### config.mk
export PLATFORM = sky130hd
export DESIGN_NAME = bldc_commutator
export DESIGN_NICKNAME = d
export VERILOG_FILES = /design/src/rtl/bldc_pkg.sv /design/src/rtl/bldc_rst_sync.sv /design/src/rtl/bldc_step_ctr.sv /design/src/rtl/bldc_pattern_dec.sv /design/src/rtl/bldc_shadow_reg.sv /design/src/rtl/bldc_commutator.sv
export SDC_FILE = /design/constraint.sdc
export NUM_CORES = 1
export LEC_CHECK = 0
export ABC_AREA = 1
export BUFFER_PORTS_ARGS = -buffer_cell sky130_fd_sc_hd__buf_2
export CAP_MARGIN = 5
export CORE_ASPECT_RATIO = 0.75
export CORE_MARGIN = 10
export CORE_UTILIZATION = 40
export CTS_CLUSTER_DIAMETER = 80
export DETAILED_ROUTE_END_ITERATION = 12
export PLACE_DENSITY_LB_ADDON = 0.05
export SYNTH_ARGS = -nofsm -noshare
export SYNTH_HDL_FRONTEND = slang
export SYNTH_HIERARCHICAL = 1
export SYNTH_SLANG_ARGS = --single-unit
### constraint.sdc
create_clock -name clk -period 1.1 [get_ports clk]
set_input_delay 0.33 -clock clk [delete_from_list [all_inputs] [get_ports clk]]
set_output_delay 0.33 -clock clk [all_outputs]
set_load 0.1 [all_outputs]
### src/rtl/bldc_pkg.sv
`timescale 1ns/1ps
package bldc_pkg;
  localparam int unsigned NPH    = 3;
  localparam int unsigned NSTEP  = 6;
  localparam int unsigned STEP_W = $clog2(NSTEP + 1);
  localparam int unsigned PH_W   = $clog2(NPH);

  typedef logic [STEP_W-1:0] step_t;
  typedef logic [PH_W-1:0]   phase_t;
  typedef logic [NPH-1:0]    leg_t;

  typedef struct packed {
    leg_t hs;
    leg_t ls;
  } drive_t;

  // phase whose high side is switched in a given step
  function automatic phase_t hi_phase(step_t s);
    case (s)
      step_t'(1), step_t'(2): hi_phase = phase_t'(0);
      step_t'(3), step_t'(4): hi_phase = phase_t'(1);
      default:                hi_phase = phase_t'(2);
    endcase
  endfunction

  // phase whose low side conducts in a given step
  function automatic phase_t lo_phase(step_t s);
    case (s)
      step_t'(1), step_t'(6): lo_phase = phase_t'(1);
      step_t'(2), step_t'(3): lo_phase = phase_t'(2);
      default:                lo_phase = phase_t'(0);
    endcase
  endfunction

  function automatic drive_t make_pattern(step_t s);
    drive_t d;
    for (int p = 0; p < NPH; p++) begin
      d.hs[p] = (hi_phase(s) == phase_t'(p));
      d.ls[p] = (lo_phase(s) == phase_t'(p));
    end
    return d;
  endfunction
endpackage

### src/rtl/bldc_rst_sync.sv
`timescale 1ns/1ps
module bldc_rst_sync #(
  parameter int unsigned STAGES = 2
) (
  input  logic clk,
  input  logic rst_n,
  output logic rst_sync_n
);
  logic [STAGES-1:0] sync_q;

  always_ff @(posedge clk or negedge rst_n) begin
    if (!rst_n) sync_q <= '0;
    else        sync_q <= {sync_q[STAGES-2:0], 1'b1};
  end

  assign rst_sync_n = sync_q[STAGES-1];
endmodule

### src/rtl/bldc_step_ctr.sv
`timescale 1ns/1ps
module bldc_step_ctr
  import bldc_pkg::*;
(
  input  logic  clk,
  input  logic  rst_n,
  input  logic  adv,
  input  logic  rev,
  output step_t step_q,
  output step_t step_nxt
);
  localparam step_t FIRST = step_t'(1);
  localparam step_t LAST  = step_t'(NSTEP);

  // index that follows the current one in the selected order
  always_comb begin
    if (rev) step_nxt = (step_q == FIRST) ? LAST  : step_q - step_t'(1);
    else     step_nxt = (step_q == LAST)  ? FIRST : step_q + step_t'(1);
  end

  always_ff @(posedge clk or negedge rst_n) begin
    if (!rst_n)   step_q <= FIRST;
    else if (adv) step_q <= step_nxt;
  end
endmodule

### src/rtl/bldc_pattern_dec.sv
`timescale 1ns/1ps
module bldc_pattern_dec
  import bldc_pkg::*;
(
  input  step_t  step,
  output drive_t pat
);
  phase_t hi, lo;

  assign hi = hi_phase(step);
  assign lo = lo_phase(step);

  for (genvar p = 0; p < NPH; p++) begin : g_leg
    assign pat.hs[p] = (hi == phase_t'(p));
    assign pat.ls[p] = (lo == phase_t'(p));
  end
endmodule

### src/rtl/bldc_shadow_reg.sv
`timescale 1ns/1ps
module bldc_shadow_reg
  import bldc_pkg::*;
#(
  parameter drive_t PEND_RST = '0
) (
  input  logic   clk,
  input  logic   rst_n,
  input  logic   load,
  input  drive_t pend_d,
  output drive_t pend_q,
  output drive_t act_q
);
  drive_t pend_n, act_n;

  // pending moves to active and is refilled on the same edge
  always_comb begin
    pend_n = pend_q;
    act_n  = act_q;
    if (load) begin
      act_n  = pend_q;
      pend_n = pend_d;
    end
  end

  always_ff @(posedge clk or negedge rst_n) begin
    if (!rst_n) begin
      pend_q <= PEND_RST;
      act_q  <= '0;
    end else begin
      pend_q <= pend_n;
      act_q  <= act_n;
    end
  end
endmodule

### src/rtl/bldc_commutator.sv
`timescale 1ns/1ps
module bldc_commutator
  import bldc_pkg::*;
#(
  parameter int unsigned SYNC_STAGES = 2
) (
  input  logic              clk,
  input  logic              rst_n,
  input  logic              commute_i,
  input  logic              dir_i,
  output logic [STEP_W-1:0] step_o,
  output logic [NPH-1:0]    hs_en_o,
  output logic [NPH-1:0]    ls_en_o
);
  localparam drive_t RST_PEND = make_pattern(step_t'(1));

  logic   rst_sync_n;
  step_t  step_q, step_nxt;
  drive_t pend_d, pend_q, act_q;

  bldc_rst_sync #(.STAGES(SYNC_STAGES)) u_rst (
    .clk        (clk),
    .rst_n      (rst_n),
    .rst_sync_n (rst_sync_n)
  );

  bldc_step_ctr u_ctr (
    .clk      (clk),
    .rst_n    (rst_sync_n),
    .adv      (commute_i),
    .rev      (dir_i),
    .step_q   (step_q),
    .step_nxt (step_nxt)
  );

  bldc_pattern_dec u_dec (
    .step (step_nxt),
    .pat  (pend_d)
  );

  bldc_shadow_reg #(.PEND_RST(RST_PEND)) u_buf (
    .clk    (clk),
    .rst_n  (rst_sync_n),
    .load   (commute_i),
    .pend_d (pend_d),
    .pend_q (pend_q),
    .act_q  (act_q)
  );

  assign step_o  = step_q;
  assign hs_en_o = act_q.hs;
  assign ls_en_o = act_q.ls;
endmodule

==> metrics.txt <==
die width=73.8 µm; Layout Nets=151; die area=4450 µm²; Finished Layout Cells=166; synth unique cells=16; cell count after synthesis=112; Synth top cells by count=nand2_1, dfrtp_1, nand2_2, inv_1; Initial Util=0.427; first-pass GRT wire length=3.29 mm; Cells after DPL=155; Post-synth EDFFs=0; Main synth FF type=dfrtp_1; WL/cell=11.2 µm; fin crit share=1.57; final setup margin=-628 ps; Setup crit end kind=flip-flop; Synth top area share=0.404; largest net degree at the start of global routing=16; CTS Buf Count=3; hold crit path type=flip-flop to asynchronous set/reset pin; placed cell area=1190 µm²; setup tns final=-6800 ps; failing checks=negative setup slack; area grow syn2layout=53.7%; level count of the clock H-tree=1; clock skew=3.17 ps; number of buffers added on ports=12; vias per cell=4.51; Finish-stage setup viols=18; post-synthesis async set-or-reset flop share=1.00; Register Area=445 µm²; fillers=167; Synth area leader=dfrtp_1; chip height=60.3 µm; Initial DRT Pass Iterations=4; post-layout min period=1730 ps; DRC viols=0; number of global-route vias before repair=768; core area=2030 µm²; crit start category=flip-flop; final hold vios=0; Synth area leaders=dfrtp_1, nand2_1, dfstp_2; CP required=1290 ps; initial antenna violation count=0; Max-Cap Viols=0; Multi-input gate area=459 µm²; Slew Limit Fails=0; DP HPWL=1.34 mm; status=finished, violations left; ant diodes=0; clk slew on worst S/H paths=90 ps; deepest clock path buffer count=2; RSZ-0062 raised after global routing=true; critical-path maximum fanout=6; Root Driver=clkbuf_4; total wire length=1.85 mm; row cnt=14; Max Fclk=579 MHz; share of cells above drive strength 1=0.486; final design utilization=0.656; post-synthesis sequential area ratio=0.495; Final GP Congestion=0.728; total congestion overflow=0; worst path arrival time=1920 ps; Initial DRC Count=11; Clock Sinks=17; synthesized area=867 µm²; yosys warns=6; clk_lat worst skew=290 ps; CTS tree=yes; I/O pin cnt=13; Yosys reg bits=17; via count=748; Synthesized Nets=120; Total GRT Usage=0.0929; most common cell in the netlist=nand2_1; Syn Area/Cell=7.74 µm²; Post-DRT Antenna Nets=0; critical path class=flip-flop to flip-flop; fin area=1330 µm²
-- layout by cell type, fill, tap and decap left out, types with 3 or more instances in the layout --
cell and n:
buf_12 9, nand2_2 12, inv_1 5, nand2_1 51
buf_6 3, buf_4 12, dfrtp_1 6, clkbuf_4 3
dfrtp_2 7, buf_2 3, inv_2 4
-- kinds of logic after synthesis --
logic type / synth area share
flip-flops: 0.495
AND/OR/NAND/NOR: 0.361
buffers and inverters: 0.0649
other: 0.00432
adder cells (fa/ha/maj): 0.0577
AO/OA/AOI/OAI: 0.0173
-- per-layer routing --
layer	vias to the layer above	GRT usage	routed length, µm
li1	391	-	-
met4	0	0.0265	0
met3	0	0.0480	96
met5	-	0	0
met2	11	0.144	871
met1	346	0.110	884
-- timing repair --
item,in CTS,in global routing
cloned,0,0
pin swaps,16,12
buffers inserted,4,4
hold endpoints to repair,2,0
resized for setup,12,6
setup endpoints to repair,18,18
hold buffers,1,0
-- sequential cells by signal, summed over array words and instances (netlist names) --
signal        count
u_ctr/step_q      3
u_buf/pend_q      6
u_buf/act_q       6
u_rst/sync_q      2
-- final timing paths --
| check | start | cells after the start | slack (ps) | end |
|---|---|---|---|---|
| max in group asynchronous | rst_n | 2 | 650 | u_rst/sync_q[1] |
| min in group clk | commute_i | 3 | 320 | u_buf/pend_q[3] |
| max reg2reg | u_ctr/step_q[0] | 11 | -630 | u_buf/pend_q[5] |
| min reg2reg | u_rst/sync_q[1] | 1 | 180 | u_buf/pend_q[2] |
| min | u_rst/sync_q[1] | 1 | 180 | u_buf/pend_q[2] |
| max | u_ctr/step_q[0] | 11 | -630 | u_buf/pend_q[5] |
-- worst max-delay path, stage by stage, from the launching register on --
cell and delay (ps):
dfstp_4 660, inv_6 50, ha_4 150, or2_1 210
nand2_2 80, nand2_4 90, nand2_2 80, nand2_2 60
nor2_4 110, nor2_2 40, nand2_1 50, nand2_1 50
-- stage by stage --
stage               hold WS, ps  setup WS, ps
floorplan                  34.4          -767
CTS                         185          -641
global placement            114          -608
detailed placement          117          -646
global route                228          -731
finish                      175          -628
-- area by class of cell --
class / instances / share of cell area
clock buffers: 4 / 0.0197
inverters: 10 / 0.0319
multi-input cells: 83 / 0.345
flip-flops and latches: 17 / 0.334
well taps: 24 / 0.0225
repair buffers: 28 / 0.247
Power is left out: the tool's default activity adds up to more than one toggle a clock period on the data nets, which glitch-free logic cannot reach.
